File: src/rtl/trgsel_pkg.sv
package trgsel_pkg;
  localparam int CTL_W   = 32;
  localparam int PRI_LSB = 4;
  localparam int PRI_W   = 3;
  localparam int SEC_LSB = 20;
  localparam int SEC_W   = 4;
  localparam int NREF    = 6;

  typedef enum logic [SEC_W-1:0] {
    SEL_RESET   = 4'd0,
    SEL_ENABLE  = 4'd1,
    SEL_UPDATE  = 4'd2,
    SEL_CMP     = 4'd3,
    SEL_REF1    = 4'd4,
    SEL_REF2    = 4'd5,
    SEL_REF3    = 4'd6,
    SEL_REF4    = 4'd7,
    SEL_REF5    = 4'd8,
    SEL_REF6    = 4'd9,
    SEL_BOTH4   = 4'd10,
    SEL_BOTH6   = 4'd11,
    SEL_R4_R6   = 4'd12,
    SEL_R4_F6   = 4'd13,
    SEL_R5_R6   = 4'd14,
    SEL_R5_F6   = 4'd15
  } sel_e;

  typedef struct packed {
    logic rst_pulse;
    logic en_lvl;
    logic upd_pulse;
    logic cmp_pulse;
  } evt_t;
endpackage

File: src/rtl/trgsel_reset_sync.sv
module trgsel_reset_sync #(
  parameter int STAGES = 2
) (
  input  logic clk,
  input  logic rst_n_i,
  output logic rst_n_o
);
  logic [STAGES-1:0] sync_q;
  logic [STAGES-1:0] sync_d;

  always_comb begin
    sync_d = {sync_q[STAGES-2:0], 1'b1};
  end

  always_ff @(posedge clk or negedge rst_n_i) begin
    if (!rst_n_i) sync_q <= '0;
    else          sync_q <= sync_d;
  end

  assign rst_n_o = sync_q[STAGES-1];
endmodule

File: src/rtl/trgsel_ctl_reg.sv
module trgsel_ctl_reg
  import trgsel_pkg::*;
#(
  parameter bit HAS_SEC = 1'b1
) (
  input  logic             clk,
  input  logic             rst_n,
  input  logic             we,
  input  logic [CTL_W-1:0] wdata,
  output logic [CTL_W-1:0] rdata,
  output logic [PRI_W-1:0] pri_mode,
  output logic [SEC_W-1:0] sec_mode
);
  localparam logic [CTL_W-1:0] PRI_MASK  = CTL_W'(((1 << PRI_W) - 1) << PRI_LSB);
  localparam logic [CTL_W-1:0] SEC_MASK  = CTL_W'(((1 << SEC_W) - 1) << SEC_LSB);
  localparam logic [CTL_W-1:0] USED_MASK = HAS_SEC ? (PRI_MASK | SEC_MASK) : PRI_MASK;

  logic [PRI_W-1:0] pri_q, pri_d;

  always_comb begin
    pri_d = pri_q;
    if (we) pri_d = wdata[PRI_LSB +: PRI_W];
  end

  always_ff @(posedge clk or negedge rst_n) begin
    if (!rst_n) pri_q <= '0;
    else        pri_q <= pri_d;
  end

  generate
    if (HAS_SEC) begin : g_sec
      logic [SEC_W-1:0] sec_q, sec_d;

      always_comb begin
        sec_d = sec_q;
        if (we) sec_d = wdata[SEC_LSB +: SEC_W];
      end

      always_ff @(posedge clk or negedge rst_n) begin
        if (!rst_n) sec_q <= '0;
        else        sec_q <= sec_d;
      end

      assign sec_mode = sec_q;
    end else begin : g_no_sec
      assign sec_mode = '0;
    end
  endgenerate

  logic unused_wbits;
  assign unused_wbits = ^(wdata & ~USED_MASK);

  always_comb begin
    rdata = '0;
    rdata[PRI_LSB +: PRI_W] = pri_q;
    rdata[SEC_LSB +: SEC_W] = sec_mode;
  end

  assign pri_mode = pri_q;
endmodule

File: src/rtl/trgsel_edge_det.sv
module trgsel_edge_det #(
  parameter int N = 6
) (
  input  logic         clk,
  input  logic         rst_n,
  input  logic [N-1:0] lvl,
  output logic [N-1:0] rise,
  output logic [N-1:0] fall
);
  logic [N-1:0] prev_q, prev_d;

  always_comb begin
    prev_d = lvl;
  end

  always_ff @(posedge clk or negedge rst_n) begin
    if (!rst_n) prev_q <= '0;
    else        prev_q <= prev_d;
  end

  always_comb begin
    rise = lvl & ~prev_q;
    fall = ~lvl & prev_q;
  end
endmodule

File: src/rtl/trgsel_mux.sv
module trgsel_mux
  import trgsel_pkg::*;
#(
  parameter int MODE_W = 4
) (
  input  logic [MODE_W-1:0] mode,
  input  evt_t              evt,
  input  logic [NREF-1:0]   lvl,
  input  logic [NREF-1:0]   rise,
  input  logic [NREF-1:0]   fall,
  output logic              y
);
  sel_e sel;

  always_comb begin
    sel = sel_e'(SEC_W'(mode));
    y   = 1'b0;
    unique case (sel)
      SEL_RESET:  y = evt.rst_pulse;
      SEL_ENABLE: y = evt.en_lvl;
      SEL_UPDATE: y = evt.upd_pulse;
      SEL_CMP:    y = evt.cmp_pulse;
      SEL_REF1:   y = lvl[0];
      SEL_REF2:   y = lvl[1];
      SEL_REF3:   y = lvl[2];
      SEL_REF4:   y = lvl[3];
      SEL_REF5:   y = lvl[4];
      SEL_REF6:   y = lvl[5];
      SEL_BOTH4:  y = rise[3] | fall[3];
      SEL_BOTH6:  y = rise[5] | fall[5];
      SEL_R4_R6:  y = rise[3] | rise[5];
      SEL_R4_F6:  y = rise[3] | fall[5];
      SEL_R5_R6:  y = rise[4] | rise[5];
      SEL_R5_F6:  y = rise[4] | fall[5];
      default:    y = 1'b0;
    endcase
  end
endmodule

File: src/rtl/trig_out_sel.sv
module trig_out_sel
  import trgsel_pkg::*;
#(
  parameter bit HAS_TRGO2 = 1'b1
) (
  input  logic             clk,
  input  logic             rst_n,
  input  logic             ctl_we,
  input  logic [CTL_W-1:0] ctl_wdata,
  output logic [CTL_W-1:0] ctl_rdata,
  input  logic             cnt_reset_evt,
  input  logic             cnt_enable,
  input  logic             cnt_update_evt,
  input  logic             sw_update,
  input  logic             cc1_match,
  input  logic [NREF-1:0]  oc_ref,
  output logic             trgo,
  output logic             trgo2
);
  logic             rst_q;
  logic [PRI_W-1:0] pri_mode;
  logic [SEC_W-1:0] sec_mode;
  logic [NREF-1:0]  ref_rise, ref_fall;
  evt_t             evt;
  logic             pri_y, sec_y;
  logic             trgo_q, trgo_d, trgo2_q, trgo2_d;

  trgsel_reset_sync #(.STAGES(2)) u_rsync (
    .clk     (clk),
    .rst_n_i (rst_n),
    .rst_n_o (rst_q)
  );

  trgsel_ctl_reg #(.HAS_SEC(HAS_TRGO2)) u_ctl (
    .clk      (clk),
    .rst_n    (rst_q),
    .we       (ctl_we),
    .wdata    (ctl_wdata),
    .rdata    (ctl_rdata),
    .pri_mode (pri_mode),
    .sec_mode (sec_mode)
  );

  trgsel_edge_det #(.N(NREF)) u_edge (
    .clk   (clk),
    .rst_n (rst_q),
    .lvl   (oc_ref),
    .rise  (ref_rise),
    .fall  (ref_fall)
  );

  always_comb begin
    evt.rst_pulse = cnt_reset_evt | sw_update;
    evt.en_lvl    = cnt_enable;
    evt.upd_pulse = cnt_update_evt | sw_update;
    evt.cmp_pulse = cc1_match;
  end

  trgsel_mux #(.MODE_W(PRI_W)) u_pri_mux (
    .mode (pri_mode),
    .evt  (evt),
    .lvl  (oc_ref),
    .rise (ref_rise),
    .fall (ref_fall),
    .y    (pri_y)
  );

  generate
    if (HAS_TRGO2) begin : g_sec_mux
      trgsel_mux #(.MODE_W(SEC_W)) u_sec_mux (
        .mode (sec_mode),
        .evt  (evt),
        .lvl  (oc_ref),
        .rise (ref_rise),
        .fall (ref_fall),
        .y    (sec_y)
      );
    end else begin : g_sec_off
      logic unused_sec;
      assign unused_sec = ^sec_mode;
      assign sec_y = 1'b0;
    end
  endgenerate

  always_comb begin
    trgo_d  = pri_y;
    trgo2_d = sec_y;
  end

  always_ff @(posedge clk or negedge rst_q) begin
    if (!rst_q) begin
      trgo_q  <= 1'b0;
      trgo2_q <= 1'b0;
    end else begin
      trgo_q  <= trgo_d;
      trgo2_q <= trgo2_d;
    end
  end

  assign trgo  = trgo_q;
  assign trgo2 = trgo2_q;
endmodule

File: config.mk
export PLATFORM = sky130hd
export DESIGN_NAME = trig_out_sel
export DESIGN_NICKNAME = d
export VERILOG_FILES = /design/src/rtl/trgsel_pkg.sv /design/src/rtl/trgsel_reset_sync.sv /design/src/rtl/trgsel_ctl_reg.sv /design/src/rtl/trgsel_edge_det.sv /design/src/rtl/trgsel_mux.sv /design/src/rtl/trig_out_sel.sv
export SDC_FILE = /design/constraint.sdc
export NUM_CORES = 1
export LEC_CHECK = 0
export BUFFER_PORTS_ARGS = -buffer_cell sky130_fd_sc_hd__buf_2
export CAP_MARGIN = 25
export CELL_PAD_IN_SITES_DETAIL_PLACEMENT = 1
export CELL_PAD_IN_SITES_GLOBAL_PLACEMENT = 2
export CORE_UTILIZATION = 19
export DETAILED_ROUTE_END_ITERATION = 8
export PLACE_DENSITY = 0.82
export SYNTH_ARGS = -nofsm -noshare
export SYNTH_HDL_FRONTEND = slang
export SYNTH_SLANG_ARGS = --single-unit
File: constraint.sdc
create_clock -name clk -period 0.8 [get_ports clk]
set_input_delay 0.08 -clock clk [delete_from_list [all_inputs] [get_ports clk]]
set_output_delay 0.08 -clock clk [all_outputs]
set_load 0.05 [all_outputs]
==> flow_summary.toml <==
[run_status]
outcome = "finished, violations left"
violations = "setup timing"

[global_route]
grt_pass1_vias = 848
grt_max_degree = 9
grt_pass1_wl_um = 4110
grt_util_all_layers_pct = 10.3
antenna_found_initial = 0
grt-ovfl-total = 0

[worst_setup_path]
cpMostUsedCell = "nor3_1"
path_cells = "buf_2 -> or4_1 -> nor3_1 -> nor3_1"
slowest_stage = "or4_1"
r2r_setup_slack_ns = -0.63
worstSetupPathType = "flip-flop to flip-flop"
cp.arrival_ns = 1.54
path_delay_family = "simple AND/OR/NAND/NOR gates"
critPathCaptureType = "flip-flop"
crit_buf_inv = 1
worstPathRequired_ns = 0.92
start_kind = "flip-flop"
path_max_fanout = 5
cpPeakStageDelay_ns = 0.52

[finish]
diodes = 0
design_area_um2 = 1470
area_growth_pct = 57.2
drive_gt1_share_pct = 54.6
nNetsFinal = 201

[synthesis]
ys_seq_elements = 14
seq_area_frac_synth_pct = 37.6
synth_edf_count = 0
syn_inst = 95
syn_area_um2 = 932
yosysTopAreaCellShare_pct = 37.6
synth-main-ff-cell = "dfrtp_1"
synth_common_cells = "buf_4, dfrtp_1, nor3_1"
syn_area_per_cell_um2 = 9.81
netlist_top_cells_area = "dfrtp_1, buf_4, mux2_2, mux2i_1, nor3_1"
synth_largest_area_cell = "dfrtp_1"
ys_async_sr_fraction_pct = 100
yosys_warnings = 0
yosysMostFrequentCell = "buf_4"
synth_cell_type_count = 29

[floorplan]
fp.dieW_um = 72.0
io_pins = 80
rows = 25
die_y_um = 72.0
core_region_area_um2 = 4720
start_util_pct = 19.7
dieArea_um2 = 5190

[sta]
finalSetupTns_ns = -3.69
period_share_pct = 178
fmax_mhz = 700
clock_skew_ns = 0.00218
setup_violations = 18
min_period_ns = 1.43
hold_violations = 0
rsz0062_at_grt = "yes"
setup_slack_ns = -0.628
finalMaxSlewViolations = 0

[clocking]
cts_tree = "done"
cts.path.max_buffers = 2
cts_root_buf = "clkbuf_8"
clkSinkCount = 14
cts_buffers = 3
clk_latency_ns = 0.24
clk_pin_slew_ns = 0.06
htree_levels = 1

[placed_design]
portBuffers = 29
post_dp_cell_area_um2 = 1180
gp_congestion = 0.807
post-dp-hpwl_um = 1870

[routing]
vias_per_cell = 3.75
drt_iter0_drc = 21
drt-total-wl_um = 2550
drtAntennaViolNets = 0
vias = 821
dr.pass1.iters = 4
wl_per_cell_um = 11.7
drc = 0

[worst_hold_path]
hp-class = "primary input to flip-flop"

[power_and_ir_drop]
power_density_nw_per_um2 = 1860
power_frac_comb_pct = 42.8
swShare_pct = 38.4
ir_drop_uv = 1040
p_leak_nw = 0.698
p_int_w = 0.00168
p_sw_w = 0.00104
clockPowerShare_pct = 25.5
power_frac_seq_pct = 31.7

[job]
drv_cap = 0
worst register-to-register path: stages, from the launching register on:
cell and delay, ns:
dfrtp_2 0.42, buf_2 0.16, or4_1 0.52, nor3_1 0.14, nor3_1 0.06
worst paths after layout:
path / from / endpoint / cells past startpoint
worst max register to register: u_ctl.sec_mode[0] / trgo2 / 4
worst min-delay path: oc_ref[3] / u_edge.prev_q[3] / 1
worst max-delay path: u_ctl.sec_mode[0] / trgo2 / 4
worst min register to register: u_rsync.sync_q[1] / u_ctl.pri_mode[1] / 1
min in group asynchronous: rst_n / u_rsync.sync_q[0] / 2
max in group asynchronous: u_rsync.sync_q[1] / u_ctl.sec_mode[2] / 1
layout by cell type (no fill, tap or decap), types with 3 or more instances in the layout:
cell | Yosys | layout
conb_1 | 2 | 26
buf_2 | 0 | 21
buf_4 | 26 | 16
buf_6 | 1 | 14
dfrtp_1 | 14 | 7
dfrtp_2 | 0 | 7
nor3_1 | 6 | 5
mux2_2 | 5 | 5
buf_8 | 0 | 5
nand2_1 | 5 | 4
o21ai_0 | 5 | 4
clkbuf_8 | 0 | 4
inv_1 | 4 | 3
mux2i_1 | 3 | 3
per-layer routing:
metal  part of all wire [%]  up-vias  track usage (%)  wire (um)
met5                      0        -                0          0
met4                   0.39        0             1.96         10
met3                    5.2        2             1.94        132
met2                     53       36             18.0       1340
met1                     42      394             13.4       1070
li1                       -      389                -          -
metrics by stage:
stage                     setup slack (ns)  std cells  util, %  hold WS, ns  total power (W)
after detailed placement            -0.673        205     25.1       -0.133          0.00179
after floorplan                     -0.692        119        -       -0.216          0.00162
after global placement              -0.573        205     25.1       -0.132          0.00177
after CTS                           -0.614        216     29.6       0.0184          0.00267
after global routing                -0.729        219     31.0       0.0281          0.00285
final                               -0.628        219     31.0       0.0214          0.00272
cell families after synthesis:
kind of cell	Yosys count	share of synthesized area, %
AO/OA/AOI/OAI	14	10.6
multiplexers	9	11.7
AND/OR/NAND/NOR	21	12.1
flip-flops	14	37.6
adder cells (fa/ha/maj)	2	2.68
other	2	0.806
buffers and inverters	33	24.6
power groups by stage:
stage          clock network (W)  registers, W  logic (W)
5_1_grt                 0.000752      0.000873    0.00123
2_1_floorplan                  0       0.00106   0.000564
3_5_place_dp                   0      0.000877   0.000909
3_3_place_gp                   0      0.000872   0.000902
4_1_cts                 0.000708      0.000858    0.00111
6_report                0.000692      0.000862    0.00117
flip-flops by register name (all words and copies together) (netlist names):
name and flops:
trgo 1, trgo2 1, u_ctl.pri_mode 3, u_ctl.sec_mode 4, u_edge.prev_q 3, u_rsync.sync_q 2
repair_timing:
item | in CTS | in global routing
resized for setup | 32 | 10
hold endpoints to repair | 2 | 0
setup endpoints to repair | 17 | 18
buffers inserted | 6 | 3
pin swaps | 0 | 0
hold buffers | 1 | 0
layout make-up:
cell class	instances	area [um2]
well taps	67	83.8
flip-flops and latches	14	359
inverters	5	18.8
fillers	572	3260
multi-input cells	72	480
clock buffers	4	55.1
repair buffers	57	468
No activity file was read; power rests on OpenSTA's default activity.
